## src/rtl/pwm_scan_pkg.sv

```systemverilog
package pwm_scan_pkg;

    localparam int ROWS    = 10;
    localparam int COLS    = 14;
    localparam int SLICES  = 32;
    localparam int PIX_W   = 8;
    localparam int SW_N    = COLS / 2;

    localparam int ROW_W   = $clog2(ROWS);
    localparam int SLICE_W = $clog2(SLICES);
    localparam int ADDR_W  = $clog2(ROWS * COLS);
    localparam int CNT_W   = $clog2(COLS + 1);
    localparam int WORD_W  = ROW_W + COLS;

    typedef struct packed {
        logic [ROW_W-1:0] row;
        logic [COLS-1:0]  cols;
    } scan_word_t;

    typedef enum logic [1:0] {
        GS_IDLE = 2'd0,
        GS_RUN  = 2'd1,
        GS_FULL = 2'd2
    } gather_state_e;

    // Lit when the level in the low bits strictly exceeds the slice index.
    function automatic logic pixel_on(input logic [PIX_W-1:0] level,
                                      input logic [SLICE_W-1:0] slice);
        return level[SLICE_W-1:0] > slice;
    endfunction

endpackage

```

## src/rtl/pwm_scan_counters.sv

```systemverilog
module pwm_scan_counters
    import pwm_scan_pkg::*;
(
    input  logic               clk,
    input  logic               rst,
    input  logic               advance,
    output logic [ROW_W-1:0]   row,
    output logic [SLICE_W-1:0] slice
);

    localparam logic [SLICE_W-1:0] SLICE_LAST = SLICE_W'(SLICES - 1);
    localparam logic [ROW_W-1:0]   ROW_LAST   = ROW_W'(ROWS - 1);

    always_ff @(posedge clk) begin
        if (rst) begin
            row   <= '0;
            slice <= '0;
        end else if (advance) begin
            if (slice == SLICE_LAST) begin
                slice <= '0;
                row   <= (row == ROW_LAST) ? '0 : row + 1'b1;
            end else begin
                slice <= slice + 1'b1;
            end
        end
    end

    AST_SLICE_WRAP: assert property (@(posedge clk) disable iff (rst)
        advance && slice == SLICE_LAST |=> slice == '0);

    AST_ROW_WRAP: assert property (@(posedge clk) disable iff (rst)
        advance && slice == SLICE_LAST && row == ROW_LAST |=> row == '0);

    AST_ROW_RANGE: assert property (@(posedge clk) disable iff (rst)
        row <= ROW_LAST);

endmodule

```

## src/rtl/pwm_column_gather.sv

```systemverilog
module pwm_column_gather
    import pwm_scan_pkg::*;
(
    input  logic               clk,
    input  logic               rst,
    input  logic               go,
    input  logic               take,
    input  logic [ROW_W-1:0]   row,
    input  logic [SLICE_W-1:0] slice,
    input  logic               src_switch,
    input  logic [SW_N-1:0]    switches,
    input  logic [PIX_W-1:0]   mem_rdata,
    output logic               mem_rd_en,
    output logic [ADDR_W-1:0]  mem_addr,
    output logic               full,
    output logic [COLS-1:0]    cols
);

    gather_state_e    state;
    logic [CNT_W-1:0] cnt;
    logic [CNT_W-1:0] cap_col;
    logic [CNT_W-1:0] bit_pos;
    logic             cap_bit;
    logic [COLS-1:0]  acc;

    // Column whose read data is on mem_rdata this cycle (issued one cycle earlier).
    assign cap_col = cnt - 1'b1;
    assign bit_pos = CNT_W'(COLS - 1) - cap_col;
    assign cap_bit = src_switch ? switches[cap_col[CNT_W-1:1]]
                                : pixel_on(mem_rdata, slice);

    assign mem_rd_en = (state == GS_RUN) && (cnt < CNT_W'(COLS));
    assign mem_addr  = mem_rd_en ? ADDR_W'(row) * ADDR_W'(COLS) + ADDR_W'(cnt)
                                 : '0;
    assign full      = (state == GS_FULL);
    assign cols      = acc;

    always_ff @(posedge clk) begin
        if (rst) begin
            state <= GS_IDLE;
            cnt   <= '0;
            acc   <= '0;
        end else begin
            unique case (state)
                GS_IDLE: begin
                    if (go) begin
                        state <= GS_RUN;
                        cnt   <= '0;
                    end
                end
                GS_RUN: begin
                    cnt <= cnt + 1'b1;
                    if (cnt != '0) begin
                        acc[bit_pos] <= cap_bit;
                    end
                    if (cnt == CNT_W'(COLS)) begin
                        state <= GS_FULL;
                    end
                end
                GS_FULL: begin
                    if (take) begin
                        state <= go ? GS_RUN : GS_IDLE;
                        cnt   <= '0;
                    end
                end
                default: state <= GS_IDLE;
            endcase
        end
    end

    AST_ADDR_RANGE: assert property (@(posedge clk) disable iff (rst)
        mem_rd_en |-> mem_addr < ADDR_W'(ROWS * COLS));

    AST_IDLE_NO_READ: assert property (@(posedge clk) disable iff (rst)
        full |-> !mem_rd_en);

endmodule

```

## src/rtl/pwm_word_port.sv

```systemverilog
module pwm_word_port
    import pwm_scan_pkg::*;
(
    input  logic       clk,
    input  logic       rst,
    input  logic       load,
    input  scan_word_t word_in,
    input  logic       ready,
    output logic       valid,
    output scan_word_t word_q
);

    always_ff @(posedge clk) begin
        if (rst) begin
            valid  <= 1'b0;
            word_q <= '0;
        end else if (load) begin
            valid  <= 1'b1;
            word_q <= word_in;
        end else if (valid && ready) begin
            valid  <= 1'b0;
        end
    end

    AST_HOLD_STABLE: assert property (@(posedge clk) disable iff (rst)
        valid && !ready |=> valid && $stable(word_q));

    AST_NO_OVERWRITE: assert property (@(posedge clk) disable iff (rst)
        load |-> !valid);

endmodule

```

## src/rtl/pwm_frame_scanner.sv

```systemverilog
module pwm_frame_scanner
    import pwm_scan_pkg::*;
(
    input  logic              clk,
    input  logic              rst,
    input  logic              scan_en,
    input  logic              src_switch,
    input  logic [SW_N-1:0]   switches,
    output logic              mem_rd_en,
    output logic [ADDR_W-1:0] mem_addr,
    input  logic [PIX_W-1:0]  mem_rdata,
    output logic              word_valid,
    input  logic              word_ready,
    output logic [WORD_W-1:0] word_data
);

    logic [ROW_W-1:0]   row;
    logic [SLICE_W-1:0] slice;
    logic               gather_full;
    logic [COLS-1:0]    gather_cols;
    logic               take;
    scan_word_t         next_word;
    scan_word_t         out_word;

    // A gathered word moves to the send register only once it is empty.
    assign take      = gather_full && !word_valid;
    assign next_word = '{row: row, cols: gather_cols};
    assign word_data = out_word;

    pwm_scan_counters u_counters (
        .clk     (clk),
        .rst     (rst),
        .advance (take),
        .row     (row),
        .slice   (slice)
    );

    pwm_column_gather u_gather (
        .clk        (clk),
        .rst        (rst),
        .go         (scan_en),
        .take       (take),
        .row        (row),
        .slice      (slice),
        .src_switch (src_switch),
        .switches   (switches),
        .mem_rdata  (mem_rdata),
        .mem_rd_en  (mem_rd_en),
        .mem_addr   (mem_addr),
        .full       (gather_full),
        .cols       (gather_cols)
    );

    pwm_word_port u_port (
        .clk     (clk),
        .rst     (rst),
        .load    (take),
        .word_in (next_word),
        .ready   (word_ready),
        .valid   (word_valid),
        .word_q  (out_word)
    );

    AST_ROW_FIELD: assert property (@(posedge clk) disable iff (rst)
        word_valid |-> out_word.row < ROW_W'(ROWS));

    AST_QUIET_WHEN_OFF: assert property (@(posedge clk) disable iff (rst)
        !scan_en && !gather_full && !mem_rd_en |=> !mem_rd_en);

endmodule

```

## config.mk

```make
export PLATFORM = sky130hd
export DESIGN_NAME = pwm_frame_scanner
export DESIGN_NICKNAME = d
export VERILOG_FILES = /design/src/rtl/pwm_scan_pkg.sv /design/src/rtl/pwm_scan_counters.sv /design/src/rtl/pwm_column_gather.sv /design/src/rtl/pwm_word_port.sv /design/src/rtl/pwm_frame_scanner.sv
export SDC_FILE = /design/constraint.sdc
export NUM_CORES = 1
export LEC_CHECK = 0
export CAP_MARGIN = 15
export CORE_MARGIN = 3
export CORE_UTILIZATION = 35
export DETAILED_ROUTE_END_ITERATION = 16
export PLACE_DENSITY = 0.61
export SKIP_CTS_REPAIR_TIMING = 1
export SYNTH_ARGS = -nofsm -noshare
export SYNTH_HDL_FRONTEND = slang
export SYNTH_HIERARCHICAL = 1
export SYNTH_SLANG_ARGS = --single-unit
```

## constraint.sdc

```tcl
create_clock -name clk -period 2.6 [get_ports clk]
set_input_delay 0.26 -clock clk [delete_from_list [all_inputs] [get_ports clk]]
set_output_delay 0.26 -clock clk [all_outputs]
set_load 0.03 [all_outputs]
```

==> impl_metrics.env <==
export IMPL_synth_edff_count=0
export IMPL_fmax_mhz=355
export IMPL_hold_class="flip-flop to flip-flop"
export IMPL_design_area_sq_um=3630
export IMPL_grtUsageTotal_pct=13.2
export IMPL_grt_overflow=0
export IMPL_antenna_found_initial=0
export IMPL_start_util_pct=36.3
export IMPL_grt_pass1_wl_um=9740
export IMPL_ys_warn_count=6
export IMPL_clk_latency_ns=0.30
export IMPL_fp_dieH_um=96.0
export IMPL_yosysUniqueCellTypes=47
export IMPL_wirelength_um=5800
export IMPL_io_pins=48
export IMPL_area_delta_synth_final_pct=28.2
export IMPL_dr_pass1_iters=4
export IMPL_clk_pin_slew_worst_paths_ns=0.09
export IMPL_clock_sinks=48
export IMPL_final_common_cell="nor2_1"
export IMPL_grt_max_degree=49
export IMPL_violations="setup timing"
export IMPL_dieWidth_um=96.0
export IMPL_ant_nets=0
export IMPL_cts_inserted_buffers=5
export IMPL_via_per_inst=4.74
export IMPL_period_share_pct=108
export IMPL_synthCells=300
export IMPL_synthesis_nets=349
export IMPL_grt_pass1_vias=2148
export IMPL_setup_slack_ns=-0.215
export IMPL_synth_top_flop_cell="dfxtp_1"
export IMPL_ir_drop_uv=246
export IMPL_crit_type="flip-flop to primary output"
export IMPL_status="complete, but fails checks"
export IMPL_path_buf_inv=1
export IMPL_whs_ns=0.502
export IMPL_htree_num_levels=2
export IMPL_rsz0062_at_grt="true"
export IMPL_finalClockSkew_ns=0.0102
export IMPL_cp_end_kind="primary output"
export IMPL_drive_gt1_share_pct=18.4
export IMPL_cts_tree="built"
export IMPL_worst_pin_slew_ns=0.959
export IMPL_p_per_area_nw_per_um2=412
export IMPL_hold_viol_final=0
export IMPL_vias=2163
export IMPL_mappedNetlistArea_sq_um=2840
export IMPL_slew_headroom_pct=36.1
export IMPL_antenna_cells=0
export IMPL_fin_crit_ns=2.81
export IMPL_slowest_stage="fa_1"
export IMPL_dpl_cell_count=447
export IMPL_netlist_top_cells_area="dfxtp_1 (34%), ha_1 (11%), mux2i_1 (8.5%)"
export IMPL_cp_required_ns=2.34
export IMPL_nets=402
export IMPL_gp_congestion=0.783
export IMPL_synth_top_area_share_pct=33.9
export IMPL_synth_seq_cells=48
export IMPL_worst_path_stages=9
export IMPL_cp_common_cell="ha_4"
export IMPL_fillers=748
export IMPL_fin_cells=456
export IMPL_coreArea_sq_um=7810
export IMPL_yosysTopAreaCell="dfxtp_1"
export IMPL_row_count=32
export IMPL_setup_viol=3
export IMPL_place_area_sq_um=3410
export IMPL_hold_path_depth=2
export IMPL_crit_fanout=5
export IMPL_wl_per_cell_um=12.7
export IMPL_worstPathCellList="fa_1, ha_4, ha_4, nor2b_2, o21ai_2, nor2_2, a21o_1, a21oi_4, buf_6"
export IMPL_synthArstFlopShare_pct=0
export IMPL_leakagePower_nw=1.40
export IMPL_seq_area_frac_synth_pct=33.9
export IMPL_portBuffers=44
export IMPL_setup_worst_path_start_class="flip-flop"
export IMPL_die_area_sq_um=9220
export IMPL_clockBufferDepth=2
export IMPL_drtIter0Drc=107
export IMPL_cap_violations=0
export IMPL_layout_common_cells="nor2_1 (53), dfxtp_1 (46), clkdlybuf4s50_1 (37)"
export IMPL_ff2ff_path_depth=8
export IMPL_max_stage_delay_ns=0.51
export IMPL_arrival_ns=2.55
export IMPL_root_buffer="clkbuf_8"
export IMPL_crit_family="adder cells"
export IMPL_avgSynthCellArea_sq_um=9.45
export IMPL_post_route_drc_count=0
export IMPL_dpl_hpwl_um=4190
export IMPL_drv_slew=0
-- flip-flops by register name (all words and copies together), names as in the netlist --
register / count
u_counters/row: 4
u_counters/slice: 5
u_gather/cnt: 4
u_gather/cols: 14
u_gather/state: 2
u_port/valid: 1
u_port/word_q: 18
-- synthesized netlist by cell type, types with 2 or more instances --
master and n:
inv_1 18, a22oi_1 2, nand2b_1 3, nor2b_1 5, nor3b_1 2, nand2_1 6, mux2i_1 24, a211oi_1 4
o21ai_0 4, buf_2 4, clkbuf_1 3, fa_1 5, xnor2_1 4, a211oi_2 10, nor3_1 15, a21o_1 4
and3_1 2, nor2_1 55, a21oi_1 14, nand3_1 10, dfxtp_1 48, nand4_1 4, xor2_1 5, ha_1 24
buf_6 3
-- path summary, 6_finish.rpt --
| kind | startpoint | endpoint | slack, ns |
|---|---|---|---|
| max | u_counters/row[2]$_SDFFE_PP0P_ | mem_addr[7] | -0.21 |
| min | u_port/word_q[5]$_SDFFE_PP0P_ | u_port/word_q[5]$_SDFFE_PP0P_ | 0.50 |
| max reg2reg | u_gather/cnt[0]$_SDFFE_PP0P_ | u_gather/cols[6]$_SDFFE_PP0P_ | 0.20 |
| min reg2reg | u_port/word_q[5]$_SDFFE_PP0P_ | u_port/word_q[5]$_SDFFE_PP0P_ | 0.50 |
-- layer usage --
layer  part of all wire [%]  track usage [%]  wire, um  vias up
li1                       -                -         -     1138
met4                    1.4             4.62        84        0
met3                    3.6             2.50       209        7
met5                      0                0         0        -
met1                     49             18.1      2860      980
met2                     46             20.7      2640       38
-- cells by family after synthesis --
group	share of synthesized area [%]
AO/OA/AOI/OAI	11.5
XOR/XNOR	5.38
adder cells (fa/ha/maj)	14.1
buffers and inverters	5.91
flip-flops	33.9
multiplexers	9.93
AND/OR/NAND/NOR	19.3
-- tightest hold or removal path, stage by stage, from the launching register on --
cell and delay, ns:
dfxtp_1 0.34, mux2i_1 0.06, nor2_1 0.07
-- power breakdown --
group | switching [mW] | leakage, nW | total (mW) | internal [mW]
Combinational | 0.110 | 0.951 | 0.187 | 0.0773
Sequential | 0.00326 | 0.389 | 0.740 | 0.736
Clock | 0.257 | 0.0614 | 0.572 | 0.315
Total | 0.370 | 1.40 | 1.50 | 1.13
-- per-stage QoR --
step / setup TNS, ns / power, mW / util (%) / setup WS, ns
after floorplan: 0 / 0.892 / - / 0.00502
after global placement: 0 / 0.943 / 43.7 / 0.0157
after detailed placement: -0.00939 / 0.945 / 43.7 / -0.00939
after CTS: -1.18 / 1.52 / 45.2 / -0.359
after global routing: -0.996 / 1.56 / 46.6 / -0.313
final: -0.558 / 1.50 / 46.6 / -0.215
-- layout make-up --
| type | count | area [sq um] | area share (%) |
|---|---|---|---|
| repair buffers | 59 | 546 | 15.0 |
| flip-flops and latches | 48 | 968 | 26.6 |
| inverters | 19 | 71.3 | 1.96 |
| clock inverters | 2 | 38.8 | 1.07 |
| well taps | 102 | 128 | 3.51 |
| multi-input cells | 220 | 1800 | 49.5 |
| clock buffers | 6 | 82.6 | 2.27 |
No activity file was read; power rests on OpenSTA's default activity.
